[src/rtl/wp_pkg.sv]
package wp_pkg;
  // control -> datapath strobes
  typedef struct packed {
    logic shiftEn;   // capture SDA on SCL rise
    logic armHv;     // START seen: re-arm the high-voltage qualifier
    logic commit;    // STOP after a fully acknowledged write
  } wpStrobe_t;

  // datapath -> control decode results
  typedef struct packed {
    logic isOurs;      // device-type field matches the protection preamble
    logic isRead;      // address LSB
    logic selFlagSet;  // flag chosen by the query is set
    logic rejectWrite; // reversible write blocked by the sticky flag
  } wpStatus_t;

  typedef enum logic [2:0] {
    ST_IDLE, ST_RX, ST_RXEND, ST_ACK, ST_HOLD
  } wpState_t;
endpackage

[src/rtl/wp_flags.sv]
module wp_flags
  import wp_pkg::*;
#(
  parameter int PIN_W = 3,
  parameter int BYTE_BITS = 8,
  parameter int TYPE_W = 4,
  parameter logic [TYPE_W-1:0] DEV_TYPE = 4'b0110,
  parameter logic [PIN_W-1:0] PAT_SET = 3'b001,
  parameter logic [PIN_W-1:0] PAT_CLR = 3'b011,
  parameter logic [PIN_W-1:0] PAT_QRY = 3'b101
) (
  input  logic             clk,
  input  logic             rstN,
  input  logic             sdaIn,
  input  logic [PIN_W-1:0] pins,
  input  logic             hvDetect,
  input  wpStrobe_t        strobe,
  output wpStatus_t        status,
  output logic             permFlag,
  output logic             revFlag
);
  localparam int TYPE_LSB = BYTE_BITS - TYPE_W;

  logic [BYTE_BITS-1:0] shiftReg;
  logic hvOk;
  logic revMode, revSetSel, revClrSel, revQrySel;

  always_ff @(posedge clk) begin
    if (!rstN) begin
      shiftReg <= '0;
      hvOk <= 1'b0;
    end else begin
      if (strobe.shiftEn) shiftReg <= {shiftReg[BYTE_BITS-2:0], sdaIn};
      if (strobe.armHv) hvOk <= hvDetect;
      else if (!hvDetect) hvOk <= 1'b0;
    end
  end

  // qualifier must have held since START and still be present now
  assign revMode   = hvOk && hvDetect;
  assign revSetSel = revMode && (pins == PAT_SET);
  assign revClrSel = revMode && (pins == PAT_CLR);
  assign revQrySel = revMode && (pins == PAT_QRY);

  assign status.isOurs      = (shiftReg[BYTE_BITS-1:TYPE_LSB] == DEV_TYPE);
  assign status.isRead      = shiftReg[0];
  assign status.selFlagSet  = revQrySel ? revFlag : permFlag;
  assign status.rejectWrite = permFlag && (revSetSel || revClrSel);

  always_ff @(posedge clk) begin
    if (!rstN) begin
      permFlag <= 1'b0;
      revFlag  <= 1'b0;
    end else if (strobe.commit) begin
      if (revSetSel || revClrSel) begin
        if (!permFlag) revFlag <= revSetSel;
      end else begin
        permFlag <= 1'b1;
      end
    end
  end

  // sticky flag never drops
  assert_perm_sticky_R7: assert property (@(posedge clk) disable iff (!rstN)
    permFlag |=> permFlag);
  // reversible flag frozen while sticky flag is set
  assert_rev_frozen_R8: assert property (@(posedge clk) disable iff (!rstN)
    permFlag |=> $stable(revFlag));
  // flags move only on a commit strobe
  assert_commit_only_R9: assert property (@(posedge clk) disable iff (!rstN)
    !strobe.commit |=> ($stable(revFlag) && $stable(permFlag)));
endmodule

[src/rtl/wp_ctrl.sv]
module wp_ctrl
  import wp_pkg::*;
#(
  parameter int BYTE_BITS = 8,
  parameter int WRITE_BYTES = 3
) (
  input  logic      clk,
  input  logic      rstN,
  input  logic      sclIn,
  input  logic      sdaIn,
  input  wpStatus_t status,
  output wpStrobe_t strobe,
  output logic      sdaPull
);
  localparam int CNT_W = $clog2(BYTE_BITS);
  localparam int IDX_W = $clog2(WRITE_BYTES + 1);
  localparam logic [CNT_W-1:0] LAST_BIT = CNT_W'(BYTE_BITS - 1);
  localparam logic [IDX_W-1:0] LAST_IDX = IDX_W'(WRITE_BYTES - 1);

  wpState_t state;
  logic sclQ, sdaQ;
  logic [CNT_W-1:0] bitCnt;
  logic [IDX_W-1:0] byteIdx;
  logic endAfterAck;
  logic sclRise, sclFall, startCond, stopCond;

  assign sclRise   = sclIn && !sclQ;
  assign sclFall   = !sclIn && sclQ;
  assign startCond = sclIn && sclQ && sdaQ && !sdaIn;
  assign stopCond  = sclIn && sclQ && !sdaQ && sdaIn;

  assign strobe.shiftEn = (state == ST_RX) && sclRise;
  assign strobe.armHv   = startCond;
  assign strobe.commit  = stopCond && (state == ST_HOLD);

  always_ff @(posedge clk) begin
    if (!rstN) begin
      sclQ <= 1'b1;
      sdaQ <= 1'b1;
      state <= ST_IDLE;
      bitCnt <= '0;
      byteIdx <= '0;
      endAfterAck <= 1'b0;
      sdaPull <= 1'b0;
    end else begin
      sclQ <= sclIn;
      sdaQ <= sdaIn;
      if (startCond) begin
        state <= ST_RX;
        bitCnt <= '0;
        byteIdx <= '0;
        sdaPull <= 1'b0;
      end else if (stopCond) begin
        state <= ST_IDLE;
        sdaPull <= 1'b0;
      end else begin
        case (state)
          ST_RX: if (sclRise) begin
            if (bitCnt == LAST_BIT) begin
              state <= ST_RXEND;
              bitCnt <= '0;
            end else begin
              bitCnt <= bitCnt + 1'b1;
            end
          end
          ST_RXEND: if (sclFall) begin
            if (byteIdx == '0) begin
              if (!status.isOurs) begin
                state <= ST_IDLE;
              end else begin
                sdaPull <= status.isRead ? !status.selFlagSet : 1'b1;
                endAfterAck <= status.isRead;
                state <= ST_ACK;
              end
            end else if (byteIdx == LAST_IDX) begin
              sdaPull <= !status.rejectWrite;
              endAfterAck <= status.rejectWrite;
              state <= ST_ACK;
            end else begin
              sdaPull <= 1'b1;
              endAfterAck <= 1'b0;
              state <= ST_ACK;
            end
          end
          ST_ACK: if (sclFall) begin
            sdaPull <= 1'b0;
            if (endAfterAck) state <= ST_IDLE;
            else if (byteIdx == LAST_IDX) state <= ST_HOLD;
            else begin
              byteIdx <= byteIdx + 1'b1;
              state <= ST_RX;
            end
          end
          ST_HOLD: if (sclFall) state <= ST_IDLE;  // extra clocking aborts
          default: state <= ST_IDLE;
        endcase
      end
    end
  end

  // pull-down only inside an acknowledge slot
  assert_pull_in_ack_R4: assert property (@(posedge clk) disable iff (!rstN)
    sdaPull |-> (state == ST_ACK));
  // pull-down moves only while SCL was low
  assert_pull_scl_low_R10: assert property (@(posedge clk) disable iff (!rstN)
    !$stable(sdaPull) |-> !$past(sclIn));
  // foreign device type gets no acknowledge
  assert_foreign_no_ack_R2: assert property (@(posedge clk) disable iff (!rstN)
    (state == ST_RXEND && sclFall && byteIdx == '0 && !status.isOurs) |=> !sdaPull);
endmodule

[src/rtl/wp_prot_handler.sv]
module wp_prot_handler
  import wp_pkg::*;
#(
  parameter int PIN_W = 3,
  parameter logic [PIN_W-1:0] PAT_SET = 3'b001,
  parameter logic [PIN_W-1:0] PAT_CLR = 3'b011,
  parameter logic [PIN_W-1:0] PAT_QRY = 3'b101
) (
  input  logic             clk,
  input  logic             rstN,
  input  logic             sclIn,
  input  logic             sdaIn,
  input  logic [PIN_W-1:0] addrPins,
  input  logic             hvDetect,
  output logic             sdaPullDown,
  output logic             permFlag,
  output logic             revFlag
);
  localparam int BYTE_BITS = 8;

  wpStrobe_t strobe;
  wpStatus_t status;

  wp_ctrl #(.BYTE_BITS(BYTE_BITS), .WRITE_BYTES(3)) uCtrl (
    .clk(clk), .rstN(rstN), .sclIn(sclIn), .sdaIn(sdaIn),
    .status(status), .strobe(strobe), .sdaPull(sdaPullDown)
  );

  wp_flags #(
    .PIN_W(PIN_W), .BYTE_BITS(BYTE_BITS), .TYPE_W(4), .DEV_TYPE(4'b0110),
    .PAT_SET(PAT_SET), .PAT_CLR(PAT_CLR), .PAT_QRY(PAT_QRY)
  ) uFlags (
    .clk(clk), .rstN(rstN), .sdaIn(sdaIn), .pins(addrPins),
    .hvDetect(hvDetect), .strobe(strobe), .status(status),
    .permFlag(permFlag), .revFlag(revFlag)
  );
endmodule

[config.mk]
export PLATFORM = sky130hd
export DESIGN_NAME = wp_prot_handler
export DESIGN_NICKNAME = d
export VERILOG_FILES = /design/src/rtl/wp_pkg.sv /design/src/rtl/wp_flags.sv /design/src/rtl/wp_ctrl.sv /design/src/rtl/wp_prot_handler.sv
export SDC_FILE = /design/constraint.sdc
export NUM_CORES = 1
export LEC_CHECK = 0
export BUFFER_PORTS_ARGS = -buffer_cell sky130_fd_sc_hd__buf_2
export CAP_MARGIN = 25
export CORE_AREA = 2 2 49 51
export DETAILED_ROUTE_END_ITERATION = 10
export DIE_AREA = 0 0 51 53
export PLACE_DENSITY = 0.85
export RECOVER_POWER = 50
export SYNTH_ARGS = -nofsm -noshare
export SYNTH_HDL_FRONTEND = slang
export SYNTH_HIERARCHICAL = 1
export SYNTH_SLANG_ARGS = --single-unit
[constraint.sdc]
create_clock -name clk -period 4.1 [get_ports clk]
set_clock_uncertainty 0.15 [all_clocks]
set_input_delay 0.82 -clock clk [delete_from_list [all_inputs] [get_ports clk]]
set_output_delay 0.82 -clock clk [all_outputs]
set_load 0.02 [all_outputs]
==> impl_metrics.env, run 1 <==
export IMPL_status="finished clean"
export IMPL_clock_sinks=23
export IMPL_max_freq_ghz=0.4629
export IMPL_synth_seq_cells=23
export IMPL_synthCells=128
export IMPL_cp_end_kind="register"
export IMPL_holdWs_ns=0.3575
export IMPL_rsz0062_at_grt="no"
export IMPL_dr_wl_met3_microns=105
export IMPL_drc=0
export IMPL_routedLengthMet1_mm=1.028
export IMPL_power_density_nw_per_um2=281.2
export IMPL_post_drt_via_cell_ratio=5.750
export IMPL_worst_hold_path_type="reg -> reg"
export IMPL_synth_ff_type="dfxtp_1"
export IMPL_antenna_cells=0
export IMPL_initial_utilization=0.5795
export IMPL_min_period_ns=2.160
export IMPL_p_int_mw=0.2759
export IMPL_yosys_warnings=6
export IMPL_grt_pass1_wl_mm=4.298
export IMPL_slowest_delay_ns=0.53
export IMPL_die_h_microns=53
export IMPL_ir_drop_mv=0.1862
export IMPL_pwr_share_comb=0.087
export IMPL_grt_pass1_vias=952
export IMPL_cp_top_family="simple AND/OR/NAND/NOR gates"
export IMPL_cts_setup_buffers=0
export IMPL_antenna_found_initial=0
export IMPL_synth_edff_count=0
export IMPL_cap_violations=0
export IMPL_tightest_slew_ns=0.8356
export IMPL_die_x_microns=51
export IMPL_clkLatencyLatePin_ns=0.30
export IMPL_grt_max_degree=18
export IMPL_fin_crit_sh=0.5269
export IMPL_detail_route_iter0_violations=27
export IMPL_grt_usage=0.2087
export IMPL_path_max_fanout=7
export IMPL_finalMaxSlewViolations=0
export IMPL_hold_viol=0
export IMPL_fp_row_count=17
export IMPL_fin_tns_setup_ns=0
export IMPL_core_area_sq_um=2148
export IMPL_power_leakage_nw=0.4659
export IMPL_slowest_stage="or4_1"
export IMPL_p_clk_frac=0.281
export IMPL_syn_nets=140
export IMPL_dieArea_sq_um=2703
export IMPL_dpl_hpwl_mm=1.777
export IMPL_cp_start_kind="input port"
export IMPL_dr_pass1_iters=5
export IMPL_p_switching_mw=0.08993
export IMPL_ys_seq_area_frac=0.3698
export IMPL_critPathKind="in -> reg"
export IMPL_overflow=0
export IMPL_seq_power_share=0.632
export IMPL_place_congestion=0.8802
export IMPL_cts_tree="yes"
export IMPL_ant_nets=0
export IMPL_clockBufferDepth=2
export IMPL_vias=943
export IMPL_cts_buffers=3
export IMPL_worst_path_buf_inv=1
export IMPL_utilization=0.6057
export IMPL_final_layout_size_suffix_gt1_frac=0.1250
export IMPL_wl_mm=2.294
export IMPL_syn_area_per_cell_sq_um=9.726
export IMPL_async_flop_share=0
export IMPL_post_cts_resized=0
export IMPL_worstPathCellList="clkbuf_1 > nand2b_1 > a21oi_1 > or4_1 > o311a_1"
export IMPL_critical_path_required_ns=4.16
export IMPL_wl_per_cell_microns=13.99
export IMPL_synthesis_area_sq_um=1245
export IMPL_maxSlewHeadroom=0.4406
export IMPL_crit_arrival_ns=2.22
export IMPL_p_sw_frac=0.2458
export IMPL_clk_pin_slew_ns=0.13
export IMPL_port_buffer_count=10
export IMPL_setup_viol=0
export IMPL_top_layer_used="met4"
export IMPL_met2_length_mm=1.138
export IMPL_synthToLayoutAreaGrowth_pct=4.523
export IMPL_final_nets=149
export IMPL_cts_root_buf="clkbuf_4"
export IMPL_hold_buffers=0
export IMPL_h_tree_depth=1
export IMPL_yosysUniqueCellTypes=45
export IMPL_total_power_mw=0.3659
export IMPL_io_pins=11
## worst reg2reg max path: cells and delay by family, from the launching register on
family | cells | cell delay (ns)
AND/OR/NAND/NOR | 3 | 1.00
flip-flops | 1 | 0.56
multiplexers | 1 | 0.29
## power by group through the flow
stage | sequential, mW | combinational [mW] | clock (mW)
final | 0.231 | 0.0318 | 0.103
after global placement | 0.236 | 0.0317 | 0
after floorplan | 0.234 | 0.0253 | 0
after detailed placement | 0.236 | 0.0326 | 0
after CTS | 0.231 | 0.0328 | 0.108
after global routing | 0.232 | 0.0363 | 0.115
## cell type report
type,instances,area [sq um]
Inverter,7,26.28
Fill cell,179,847.1
Multi-Input combinational cell,92,708.2
Sequential cell,23,460.4
Timing Repair Buffer,10,43.79
Clock buffer,3,22.52
Tap cell,28,35.03
Clock inverter,1,5.005
## cell usage in the layout, fill, tap and decap left out, types with 2 or more instances in the layout
cell,n
clkbuf_1,5
and3_1,2
nand3_1,3
buf_2,5
xnor2_1,2
dfxtp_1,23
nand4b_1,3
nand2b_1,7
inv_1,7
nor3b_1,2
nor2_1,8
a21oi_1,6
o211a_1,2
mux2i_1,12
nand2_1,5
ha_1,4
nand3b_1,2
o311a_1,2
clkbuf_4,3
nor2b_1,10
## per-stage QoR
stage	cells	cell area, sq um	setup slack, ns
global placement	160	1296	1.868
floorplan	128	1245	2.145
detailed placement	160	1296	1.792
global route	164	1301	1.811
finish	164	1301	1.940
CTS	164	1324	1.987
## final timing paths
check                  startpoint                  to  slack, ns  cells past startpoint
hold reg to reg   uCtrl/bitCnt[1]     uCtrl/bitCnt[1]       0.36                      2
setup reg to reg   uCtrl/state[0]  uFlags/shiftReg[5]       2.00                      4
setup / recovery            sclIn      uCtrl/state[0]       1.94                      5
hold / removal    uCtrl/bitCnt[1]     uCtrl/bitCnt[1]       0.36                      2
## registers in the layout (all words and copies together) (netlist names)
| name | flops |
|---|---|
| uCtrl/byteIdx | 2 |
| uFlags/shiftReg | 8 |
| uCtrl/endAfterAck | 1 |
| uCtrl/sdaPull | 1 |
| uCtrl/bitCnt | 3 |
| uFlags/hvOk | 1 |
| uCtrl/state | 3 |
| uFlags/permFlag | 1 |
| uCtrl/sclQ | 1 |
| uFlags/revFlag | 1 |
| uCtrl/sdaQ | 1 |
## synthesized netlist by cell type, types with 2 or more instances
| library cell | count | area [sq um] |
|---|---|---|
| a21oi_1 | 5 | 25.02 |
| and3_1 | 2 | 12.51 |
| nor2b_1 | 10 | 62.56 |
| mux2i_1 | 12 | 120.1 |
| o311a_1 | 2 | 20.02 |
| buf_4 | 2 | 15.01 |
| buf_2 | 3 | 15.01 |
| dfxtp_1 | 23 | 460.4 |
| ha_1 | 4 | 50.05 |
| xnor2_1 | 2 | 17.52 |
| inv_1 | 7 | 26.28 |
| nand4b_1 | 3 | 26.28 |
| nand2b_1 | 6 | 37.54 |
| o211a_1 | 2 | 20.02 |
| nand3_1 | 3 | 15.01 |
| nand2_1 | 5 | 18.77 |
| nor2_1 | 8 | 30.03 |
| nand3b_1 | 2 | 15.01 |
## kinds of logic after synthesis
| logic type | after synthesis | share of synthesized area |
|---|---|---|
| buffers and inverters | 13 | 0.04824 |
| flip-flops | 23 | 0.3698 |
| adder cells (fa/ha/maj) | 4 | 0.04020 |
| AND/OR/NAND/NOR | 54 | 0.2995 |
| multiplexers | 13 | 0.1055 |
| XOR/XNOR | 2 | 0.01407 |
| AO/OA/AOI/OAI | 19 | 0.1226 |
## routing by layer
layer / vias up / GRT usage
li1: 474 / -
met1: 439 / 0.2723
met2: 26 / 0.3442
met3: 4 / 0.02825
met4: 0 / 0.09009
met5: - / 0
(Power assumes the default switching activity.)
==> run 2: changes to the inputs <==
Settings changed: CORE_AREA 2 2 49 51 to 2 2 50 52, DIE_AREA 0 0 51 53 to 0 0 52 54, PLACE_DENSITY 0.85 to 0.83.
Clock period 4.1 ns to 2.06 ns, I/O delays scaled along.
==> impl_metrics.env, run 2 (synthesis results as in run 1) <==
export IMPL_status="finished clean"
export IMPL_antenna_found_initial=0
export IMPL_hold_buffers=0
export IMPL_utilization=0.5701
export IMPL_r2r_start="uCtrl/state[0]"
export IMPL_placed_cell_area_sq_um=1306
export IMPL_dr_pass1_iters=4
export IMPL_port_buffer_count=10
export IMPL_core_area_sq_um=2320
export IMPL_fp_row_count=18
export IMPL_use_met3=0.05833
export IMPL_min_period_ns=1.913
export IMPL_finalMaxSlewViolations=0
export IMPL_grt_usage=0.1959
export IMPL_antenna_cells=0
export IMPL_io_pins=11
export IMPL_cts_tree="yes"
export IMPL_final_layout_size_suffix_gt1_frac=0.1533
export IMPL_path_max_fanout=12
export IMPL_setup_viol=0
export IMPL_worst_hold_path_type="in -> reg"
export IMPL_grt_pass1_vias=869
export IMPL_power_density_nw_per_um2=561.7
export IMPL_vias=965
export IMPL_hold_viol=0
export IMPL_post_drt_via_cell_ratio=5.778
export IMPL_hold_path_startpoint="hvDetect"
export IMPL_clock_sinks=23
export IMPL_final_common_cell="dfxtp_1"
export IMPL_largest_register="uFlags/shiftReg"
export IMPL_post_cts_resized=0
export IMPL_cts_buffers=3
export IMPL_fin_crit_sh=0.9287
export IMPL_wl_mm=2.375
export IMPL_critical_path_required_ns=2.13
export IMPL_pre_cts_slack_ns=0.2294
export IMPL_grt_pass1_wl_mm=4.015
export IMPL_crit_arrival_ns=1.99
export IMPL_tightest_slew_ns=0.6465
export IMPL_max_freq_ghz=0.5227
export IMPL_power_leakage_nw=0.4757
export IMPL_grt_busiest_layer="met2"
export IMPL_overflow=0
export IMPL_ant_nets=0
export IMPL_crit_start="uCtrl/state[0]"
export IMPL_drc=0
export IMPL_cp_end_kind="register"
export IMPL_gr_usage_met1=0.2492
export IMPL_cts_setup_buffers=0
export IMPL_clk_pin_slew_ns=0.13
export IMPL_clkLatencyLatePin_ns=0.31
export IMPL_fin_tns_setup_ns=0
export IMPL_dieArea_sq_um=2808
export IMPL_largest_reg_flops=8
export IMPL_die_h_microns=54
export IMPL_ir_drop_mv=0.5125
export IMPL_fin_area_sq_um=1323
export IMPL_critPathKind="reg -> reg"
export IMPL_dpl_hpwl_mm=1.784
export IMPL_setup_slack_ns=0.1468
export IMPL_instances_no_fill=167
export IMPL_cp_start_kind="register"
export IMPL_synthToLayoutAreaGrowth_pct=6.231
export IMPL_cap_violations=0
export IMPL_maxSlewHeadroom=0.5690
export IMPL_met2_usage=0.3291
export IMPL_wl_per_cell_microns=14.22
export IMPL_n_fill_cell=224
export IMPL_die_x_microns=52
export IMPL_rsz0062_at_grt="no"
export IMPL_multi_input_area_sq_um=718.2
export IMPL_h_tree_depth=1
export IMPL_clockBufferDepth=2
export IMPL_final_nets=150
export IMPL_seq_area_sq_um=460.4
export IMPL_initial_utilization=0.5367
export IMPL_cts_root_buf="clkbuf_4"
export IMPL_place_congestion=0.8390
export IMPL_layout_cells_most_common_list="23 x dfxtp_1, 12 x mux2i_1, 10 x nor2b_1"
export IMPL_reg_top3="uFlags/shiftReg x8, uCtrl/bitCnt x3, uCtrl/state x3"
export IMPL_detail_route_iter0_violations=17
export IMPL_dp_cells=163
export IMPL_grt_max_degree=18
==> run 2: changes by cell type in the layout (fill, tap and decap cells not counted), sizes merged <==
| cell | previous run | this run |
|---|---|---|
| clkinv | 1 | 0 |
| clkinvlp | 0 | 1 |
| buf | 5 | 6 |
==> run 2: final timing paths <==
| check | depth (start not counted) | endpoint | slack [ns] |
|---|---|---|---|
| max | 5 | uFlags/shiftReg[3] | 0.15 |
| min | 2 | uFlags/hvOk | 0.19 |
| max reg2reg | 5 | uFlags/shiftReg[3] | 0.15 |
| min reg2reg | 2 | uCtrl/bitCnt[1] | 0.35 |
==> run 2: worst max-delay path, stage by stage, from the launching register on <==
cell      delay [ns]
dfxtp_1         0.55
nand2b_1        0.18
nor4b_4         0.27
clkbuf_2        0.37
mux2i_1         0.23
nor2b_1         0.07
==> run 2: layout make-up <==
cell class | count | share of cell area
Sequential cell | 23 | 0.3482
Inverter | 7 | 0.01987
Tap cell | 30 | 0.02838
Clock inverter | 1 | 0.005676
Clock buffer | 3 | 0.01703
Multi-Input combinational cell | 92 | 0.5430
Timing Repair Buffer | 11 | 0.03784
==> run 2: where the power goes <==
group,internal (mW),leakage (nW),switching (mW)
clock network,0.0742,0.0139,0.142
logic,0.0285,0.276,0.0377
registers,0.450,0.186,0.0100
==> run 2: metrics by stage <==
stage | power, mW | hold slack [ns]
global route | 0.7767 | 0.1708
finish | 0.7429 | 0.1942
CTS | 0.7484 | 0.1850
global placement | 0.5329 | 0.3072
detailed placement | 0.5354 | 0.3226
floorplan | 0.5154 | 0.2998
==> run 2: per-layer routing <==
layer / vias to the layer above / part of all wire
met5: - / 0
met4: 0 / 0.0059
met3: 4 / 0.043
met2: 30 / 0.51
met1: 452 / 0.44
li1: 479 / -
